## config.mk

```make
export PLATFORM = sky130hd
export DESIGN_NAME = tick_timer
export DESIGN_NICKNAME = d
export VERILOG_FILES = /design/src/rtl/tmr_pkg.sv /design/src/rtl/tmr_prescale.sv /design/src/rtl/tmr_count.sv /design/src/rtl/tmr_irq.sv /design/src/rtl/tick_timer.sv
export SDC_FILE = /design/constraint.sdc
export NUM_CORES = 1
export LEC_CHECK = 0
export BUFFER_PORTS_ARGS = -buffer_cell sky130_fd_sc_hd__clkbuf_2
export CAP_MARGIN = 20
export CORE_UTILIZATION = 67
export CTS_BUF_LIST = sky130_fd_sc_hd__clkbuf_8
export CTS_CLUSTER_SIZE = 8
export DETAILED_ROUTE_END_ITERATION = 8
export PLACE_DENSITY = 0.89
export SLEW_MARGIN = 5
export SYNTH_ARGS = -nofsm -noshare
export SYNTH_HDL_FRONTEND = slang
export SYNTH_HIERARCHICAL = 1
export SYNTH_SLANG_ARGS = --single-unit
```

## constraint.sdc

```tcl
create_clock -name clk -period 11.9 [get_ports clk]
set_clock_uncertainty 0.15 [all_clocks]
set_input_delay 1.785 -clock clk [delete_from_list [all_inputs] [get_ports clk]]
set_output_delay 1.785 -clock clk [all_outputs]
set_load 0.05 [all_outputs]
```

## src/rtl/tmr_pkg.sv

```systemverilog
package tmr_pkg;
  localparam int DATA_W   = 32;
  localparam int ADDR_W   = 4;
  localparam int CNT_W    = 28;
  localparam int DIV_W    = 16;
  localparam int BIT_RUN  = 28;
  localparam int BIT_PER  = 24;
  localparam int BIT_IEN  = 20;
  localparam int BIT_PEND = 16;

  typedef enum logic [1:0] {
    SEL_MARK  = 2'd0,
    SEL_COUNT = 2'd1,
    SEL_CTRL  = 2'd2,
    SEL_INT   = 2'd3
  } reg_sel_e;
endpackage

```

## src/rtl/tmr_prescale.sv

```systemverilog
module tmr_prescale #(
  parameter int DIV_W = 16
) (
  input  logic             clk,
  input  logic             rst_n,
  input  logic             run,
  input  logic             restart,
  input  logic [DIV_W-1:0] div,
  output logic             tick
);
  localparam logic [DIV_W-1:0] ONE = DIV_W'(1);

  logic [DIV_W-1:0] phase_q;
  logic [DIV_W-1:0] last_phase;

  // divisor 0 and 1 both mean one step per clock
  assign last_phase = (div <= ONE) ? '0 : div - ONE;
  assign tick = run && !restart && (phase_q == last_phase);

  always_ff @(posedge clk) begin
    if (!rst_n) phase_q <= '0;
    else if (!run || restart || tick) phase_q <= '0;
    else phase_q <= phase_q + ONE;
  end

  AST_TICK_SPACING: assert property (@(posedge clk) disable iff (!rst_n)
    (tick && div > ONE && !restart) |=> !tick);
  AST_RESTART_NO_TICK: assert property (@(posedge clk) disable iff (!rst_n)
    (restart && div > ONE) |=> !tick);
endmodule

```

## src/rtl/tmr_count.sv

```systemverilog
module tmr_count #(
  parameter int CNT_W = 28
) (
  input  logic             clk,
  input  logic             rst_n,
  input  logic             tick,
  input  logic             load,
  input  logic [CNT_W-1:0] load_val,
  input  logic [CNT_W-1:0] mark,
  output logic [CNT_W-1:0] count,
  output logic             wrap
);
  logic [CNT_W-1:0] count_q;
  logic [CNT_W-1:0] step;
  logic             at_top;
  logic             hit_mark;

  assign step     = count_q + CNT_W'(1);
  assign at_top   = &count_q;
  assign hit_mark = (mark != '0) && (step == mark);
  assign wrap     = tick && (at_top || hit_mark);
  assign count    = count_q;

  always_ff @(posedge clk) begin
    if (!rst_n) count_q <= '0;
    else if (load) count_q <= load_val;
    else if (tick) count_q <= wrap ? '0 : step;
  end

  AST_COUNT_HOLD: assert property (@(posedge clk) disable iff (!rst_n)
    (!tick && !load) |=> $stable(count_q));
  AST_COUNT_STEP: assert property (@(posedge clk) disable iff (!rst_n)
    (tick && !wrap && !load) |=> (count_q == $past(count_q) + CNT_W'(1)));
  AST_WRAP_ZERO: assert property (@(posedge clk) disable iff (!rst_n)
    (wrap && !load) |=> (count_q == '0));
  AST_LOAD_VALUE: assert property (@(posedge clk) disable iff (!rst_n)
    load |=> (count_q == $past(load_val)));
endmodule

```

## src/rtl/tmr_irq.sv

```systemverilog
module tmr_irq (
  input  logic clk,
  input  logic rst_n,
  input  logic wr,
  input  logic wr_ien,
  input  logic wr_clr,
  input  logic set,
  output logic ien,
  output logic pend,
  output logic irq
);
  logic ien_q;
  logic pend_q;

  always_ff @(posedge clk) begin
    if (!rst_n) begin
      ien_q  <= 1'b0;
      pend_q <= 1'b0;
    end else begin
      if (wr) ien_q <= wr_ien;
      if (set) pend_q <= 1'b1;
      else if (wr && wr_clr) pend_q <= 1'b0;
    end
  end

  assign ien  = ien_q;
  assign pend = pend_q;
  assign irq  = pend_q & ien_q;

  AST_SET_WINS: assert property (@(posedge clk) disable iff (!rst_n)
    set |=> pend_q);
  AST_CLEAR_WORKS: assert property (@(posedge clk) disable iff (!rst_n)
    (wr && wr_clr && !set) |=> !pend_q);
  AST_PEND_STICKY: assert property (@(posedge clk) disable iff (!rst_n)
    (pend_q && !(wr && wr_clr)) |=> pend_q);
endmodule

```

## src/rtl/tick_timer.sv

```systemverilog
module tick_timer
  import tmr_pkg::*;
#(
  parameter int CW = CNT_W,
  parameter int DW = DIV_W
) (
  input  logic              clk,
  input  logic              rst_n,
  input  logic [ADDR_W-1:0] bus_addr,
  input  logic [DATA_W-1:0] bus_wdata,
  input  logic              bus_we,
  output logic [DATA_W-1:0] bus_rdata,
  output logic              irq_o
);
  localparam int PAD_W = DATA_W - CW;

  reg_sel_e sel;
  logic     wr_mark, wr_count, wr_ctrl, wr_int;

  logic [CW-1:0] mark_q;
  logic          run_q;
  logic          per_q;
  logic [DW-1:0] div_q;

  logic          tick;
  logic          wrap;
  logic [CW-1:0] count;
  logic          ien, pend;

  logic unused_bits;
  assign unused_bits = ^{bus_addr[1:0]};

  assign sel      = reg_sel_e'(bus_addr[3:2]);
  assign wr_mark  = bus_we && (sel == SEL_MARK);
  assign wr_count = bus_we && (sel == SEL_COUNT);
  assign wr_ctrl  = bus_we && (sel == SEL_CTRL);
  assign wr_int   = bus_we && (sel == SEL_INT);

  always_ff @(posedge clk) begin
    if (!rst_n) begin
      mark_q <= '0;
      run_q  <= 1'b0;
      per_q  <= 1'b0;
      div_q  <= '0;
    end else begin
      if (wr_mark) mark_q <= bus_wdata[CW-1:0];
      if (wr_ctrl) begin
        run_q <= bus_wdata[BIT_RUN];
        per_q <= bus_wdata[BIT_PER];
        div_q <= bus_wdata[DW-1:0];
      end else if (wrap && !per_q) begin
        run_q <= 1'b0;
      end
    end
  end

  tmr_prescale #(.DIV_W(DW)) u_pre (
    .clk     (clk),
    .rst_n   (rst_n),
    .run     (run_q),
    .restart (wr_ctrl || wr_count),
    .div     (div_q),
    .tick    (tick)
  );

  tmr_count #(.CNT_W(CW)) u_cnt (
    .clk      (clk),
    .rst_n    (rst_n),
    .tick     (tick),
    .load     (wr_count),
    .load_val (bus_wdata[CW-1:0]),
    .mark     (mark_q),
    .count    (count),
    .wrap     (wrap)
  );

  tmr_irq u_irq (
    .clk    (clk),
    .rst_n  (rst_n),
    .wr     (wr_int),
    .wr_ien (bus_wdata[BIT_IEN]),
    .wr_clr (bus_wdata[BIT_PEND]),
    .set    (wrap),
    .ien    (ien),
    .pend   (pend),
    .irq    (irq_o)
  );

  always_comb begin
    bus_rdata = '0;
    unique case (sel)
      SEL_MARK:  bus_rdata = {{PAD_W{1'b0}}, mark_q};
      SEL_COUNT: bus_rdata = {{PAD_W{1'b0}}, count};
      SEL_CTRL: begin
        bus_rdata[BIT_RUN] = run_q;
        bus_rdata[BIT_PER] = per_q;
        bus_rdata[DW-1:0]  = div_q;
      end
      SEL_INT: begin
        bus_rdata[BIT_IEN]  = ien;
        bus_rdata[BIT_PEND] = pend;
      end
      default: bus_rdata = '0;
    endcase
  end

  AST_ONESHOT_STOP: assert property (@(posedge clk) disable iff (!rst_n)
    (wrap && !per_q && !wr_ctrl) |=> !run_q);
  AST_PERIODIC_RUN: assert property (@(posedge clk) disable iff (!rst_n)
    (wrap && per_q && !wr_ctrl) |=> run_q);
  AST_IDLE_FROZEN: assert property (@(posedge clk) disable iff (!rst_n)
    (!run_q && !wr_count) |=> $stable(count));
  AST_WRAP_PENDS: assert property (@(posedge clk) disable iff (!rst_n)
    wrap |=> pend);
endmodule

```

== Word level (Yosys, flattened, before mapping) ==
Index checks and enable logic that the tools add are counted.

* Flip-flop bits (word level): 92
* Bits of input ports: 39
* Output and inout bits: 33
* Word-level logic and storage cells: 59

* $add $sub $neg: 3
* Order comparisons: 1
* Equal/unequal tests: 5
* Multiplexer cells: 16
* Bitwise gates (word level): 2
* Reduce and logical (&&, ||, !) cells: 24

{| class="wikitable"
|+ Operators by type and width
! kind !! number
|-
| $mux W28 || 3
|-
| $pmux W16 S3 || 1
|-
| $add A28 B1 Y28 const B || 1
|-
| $eq A28 B28 Y1 || 1
|-
| $reduce_and A28 Y1 || 1
|-
| $reduce_bool A28 Y1 || 1
|-
| $pmux W3 S2 || 3
|-
| $add A16 B1 Y16 const B || 1
|-
| $eq A16 B16 Y1 || 1
|-
| $le A16 B1 Y1 const B || 1
|-
| $mux W16 || 1
|-
| $sub A16 B1 Y16 const B || 1
|-
| $logic_and A1 B1 Y1 || 10
|-
| $pmux W1 S3 || 3
|-
| $reduce_bool A2 Y1 || 3
|-
| $mux W1 || 5
|-
| $eq A2 B2 Y1 const B || 2
|-
| $logic_or A1 B1 Y1 || 4
|-
| $logic_not A1 Y1 || 3
|-
| $eq A2 B1 Y1 const B || 1
|-
| $logic_not A2 Y1 || 1
|-
| $reduce_or A2 Y1 || 1
|-
| $and A1 B1 Y1 || 1
|-
| $not A1 Y1 || 1
|}

== Logic depth before layout (Yosys ltp) ==
* Depth after elaboration: 10
* Mapped depth: 16
* Mapped depth without buffers: 13

== Modules after synthesis ==
Netlist, hierarchy kept.

{| class="wikitable"
|+ Modules (own cells, without submodules)
! module !! times used !! cells each !! area an instance (sq um) !! sequential area each (sq um)
|-
| tmr_count || 1 || 394 || 3,011.6 || 560.5
|-
| tick_timer || 1 || 301 || 2,366.0 || 920.9
|-
| tmr_prescale || 1 || 199 || 1,570.3 || 320.3
|-
| tmr_irq || 1 || 8 || 77.6 || 40.0
|}

== Least setup slack after synthesis ==
No wires, ideal clock.

* Path kind: input port to output port
* From: in bus_addr[2]
* To: out bus_rdata[10]
* Data arrival time: 3.331 ns
* Required time: 9.965 ns
* Setup slack: 6.634 ns
* Stages on the path: 4
* Buffers on the path: 2
* Cell sequence: buf_6 buf_2 mux2i_1 o21ai_0

* Cells in the longest elaborated chain, start to end: 2
* Elaborated cells on any way between the ends: 4
* Classes of those cells: eq/ne: 2; mux: 1; reduce/logical: 1

{| class="wikitable"
|+ RTL lines
! item !! line !! text
|-
| from (decl) || tick_timer.sv:9 || <nowiki>input logic [ADDR_W-1:0] bus_addr,</nowiki>
|-
| $eq A2 B2 Y1, or another cell as far along || tick_timer.sv:91 || <nowiki>unique case (sel)</nowiki>
|-
| $pmux W16 S3 * || tick_timer.sv:91 ||
|-
| to (decl) || tick_timer.sv:12 || <nowiki>output logic [DATA_W-1:0] bus_rdata,</nowiki>
|}

Mark *: on every way between the ends. The rest lies on a longest branch, timed or not.

== Worst setup path after layout ==
* From: in bus_addr[3]
* To: out bus_rdata[15]

Same word-level chain as after synthesis.

==> results_dict.tcl <==
set metrics [dict create \
    route.antenna.remaining_nets 0 \
    worst-setup-path-type "in2out" \
    number_of_antenna_violations_at_the_first_check_in_global_routing 0 \
    worst_ep_arrival_time_ns 3.43 \
    timing.max_slew.rel_slack_pct 31.0 \
    synthesis.instances 902 \
    grtUsageTotal_pct 36.7 \
    routed_wire_length_per_instance_um 19.0 \
    grt_pass1_wl_um 32300 \
    fin_setup_tns_ns 0 \
    initial_core_util_pct 68.7 \
    outcome "finished, final reports clean" \
    setup_violations 0 \
    worstMarginPinSlew_ns 1.03 \
    ys_seq_area_share_pct 26.2 \
    worst_skew_pair.late_latency_ns 0.38 \
    number_of_gates_resized_after_cts 0 \
    via_count_of_the_first_global_routing_pass 6442 \
    worst_path_setup_slack_after_routing_ns 6.53 \
    fin_hold_ws_ns 0.339 \
    critical-path-top-cell-by-count "clkbuf_2" \
    buffer_ports.inserted 63 \
    finalWorstPathRequiredPeriod_ns 5.37 \
    yosys_warnings 6 \
    clk_pin_slew_worst_paths_ns 0.10 \
    floorplan.rows 37 \
    numCtsBuffers 9 \
    async_reset_ff_share_pct 0 \
    synth.ff_latch_count 92 \
    crit_fanout 35 \
    globalRoute.totalOverflow 0 \
    first_pass_iters 5 \
    place_ws_ns 6.13 \
    min_path_type "reg2reg" \
    grt_max_degree 67 \
    floorplan.core_area_um2 10200 \
    finalNetCount 962 \
    power.density_cell_area_nw_per_um2 98.8 \
    post-cts-setup-buffer-count 0 \
    crit_path_max_incr_delay_ns 0.51 \
    synth_enable_flop_cells 0 \
    grt_setup_unrepaired "no" \
    leakagePower_nw 2.73 \
    max_freq_ghz 0.186 \
    cp_cell_sequence "clkbuf_2 -> nor2b_1 -> buf_4 -> nand2_1 -> o21ai_0 -> clkbuf_2" \
    dieArea_um2 10900 \
    initialDrtViolationCount 636 \
    cts.sinks 92 \
    netlist-cell-type-count 86 \
    report.final.hold_viol_count 0 \
    detailedPlacementHpwl_um 14400 \
    peakVddDrop_v 0.0000632 \
    tritoncts_clock_tree "done" \
    layout.cell_area.non_filler_um2 7450 \
    maximum_count_of_clock_buffers_along_a_single_path 2 \
    final_min_period_over_clock_period_pct 45.1 \
    crit_slowest_cell "clkbuf_2" \
    die_x_um 104 \
    setup.worst_path.start_class "primary input" \
    io_pins 72 \
    vertical_die_dimension_um 104 \
    cts_max_level 3 \
    layout_common_cells "nand2_1, dfxtp_1, nand3_1" \
    postPlaceCellArea_um2 7200 \
    ys.flop_type "dfxtp_1" \
    detailroute.via_count 7143 \
    syn_area_per_cell_um2 7.79 \
    layout.cells.most_common "nand2_1" \
    antennaDiodeCount 0 \
    utilization_pct 72.8 \
    gp_congestion 0.993 \
    drv_slew 0 \
    synthToLayoutAreaGrowth_pct 6.06 \
    final_layout_size_suffix_gt1_share_pct 16.2 \
    synth.cell_area_um2 7030 \
    cp_capture_type "output port" \
    via_per_inst 6.74 \
    drc_markers 0 \
    cts-root-buf "clkbuf_8" \
    post_cts_hold_buffer_count 0 \
    cap_viol_max_count 0 \
    wl_um 20100 \
    required_ns 9.97 \
]
-- metrics by stage --
step | instances | power [W]
5_1_grt | 1060 | 0.000762
2_1_floorplan | 904 | 0.000457
4_1_cts | 1058 | 0.000731
3_3_place_gp | 1042 | 0.000487
3_5_place_dp | 1042 | 0.000490
6_report | 1060 | 0.000736
-- kinds of logic (layout without fill, tap and decap cells) --
group	count (synthesis)	count (layout)	share of synthesized area, %
other cells	1	3	0.0534
xor+xnor	80	80	10.2
mux	33	33	4.72
buf+inv	84	104	6.25
simple gates	395	395	30.8
compound gates	213	213	21.1
flops	92	92	26.2
fa+ha+maj	4	4	0.712
-- layout make-up --
cell class,instances,area (um^2)
clock buffers,10,138
clock inverters,6,91.3
fillers,839,2780
inverters,17,63.8
multi-input cells,728,4760
flip-flops and latches,92,1840
well taps,136,170
repair buffers,71,385
-- report_power, final --
group,internal [W],switching [W],total (W)
combinational,0.0000579,0.0000952,0.000153
sequential,0.000316,0.0000182,0.000335
clock,0.000126,0.000122,0.000248
total,0.000500,0.000235,0.000736
-- Yosys cell counts, types with 19 or more instances --
master	instances	area share (%)
nand2_1	99	5.3
dfxtp_1	92	26
nand3_1	73	5.2
o21ai_0	54	3.8
a21oi_1	43	3.1
xnor2_1	41	5.1
nor2_1	40	2.1
xor2_1	38	4.7
and3_1	33	2.9
mux2i_1	32	4.6
clkbuf_1	26	1.4
nor3_1	25	1.8
nor4_1	25	2.2
buf_2	20	1.4
nand4_1	19	1.7
-- flip-flops by register name (all words and copies together) (netlist names) --
| register | flops |
|---|---|
| u_pre/phase_q | 16 |
| div_q | 16 |
| mark_q | 28 |
| u_cnt/count | 28 |
| u_irq/ien | 1 |
| per_q | 1 |
| run_q | 1 |
| u_irq/pend | 1 |
-- per-layer routing --
metal / vias to the layer above / share of wire [%] / GRT usage (%)
met5: - / 0 / 0
met4: 0 / 4.4 / 19.5
met3: 78 / 8.4 / 6.27
met2: 406 / 47 / 59.1
met1: 3308 / 41 / 46.8
li1: 3351 / - / -
-- critical path: cells and delay by family --
kind	cells	cell delay [ns]
AND/OR/NAND/NOR	2	0.38
AO/OA/AOI/OAI	1	0.14
buffers and inverters	3	1.11
-- final timing paths --
path / slack (ns) / startpoint / endpoint / cells after the start
worst max-delay path: 6.53 / bus_addr[3] / bus_rdata[15] / 6
worst min-delay path: 0.34 / per_q / per_q / 2
worst max register to register: 7.36 / div_q[0] / u_cnt/count[5] / 13
worst min register to register: 0.34 / per_q / per_q / 2
Power figures use the tool's default switching activity.
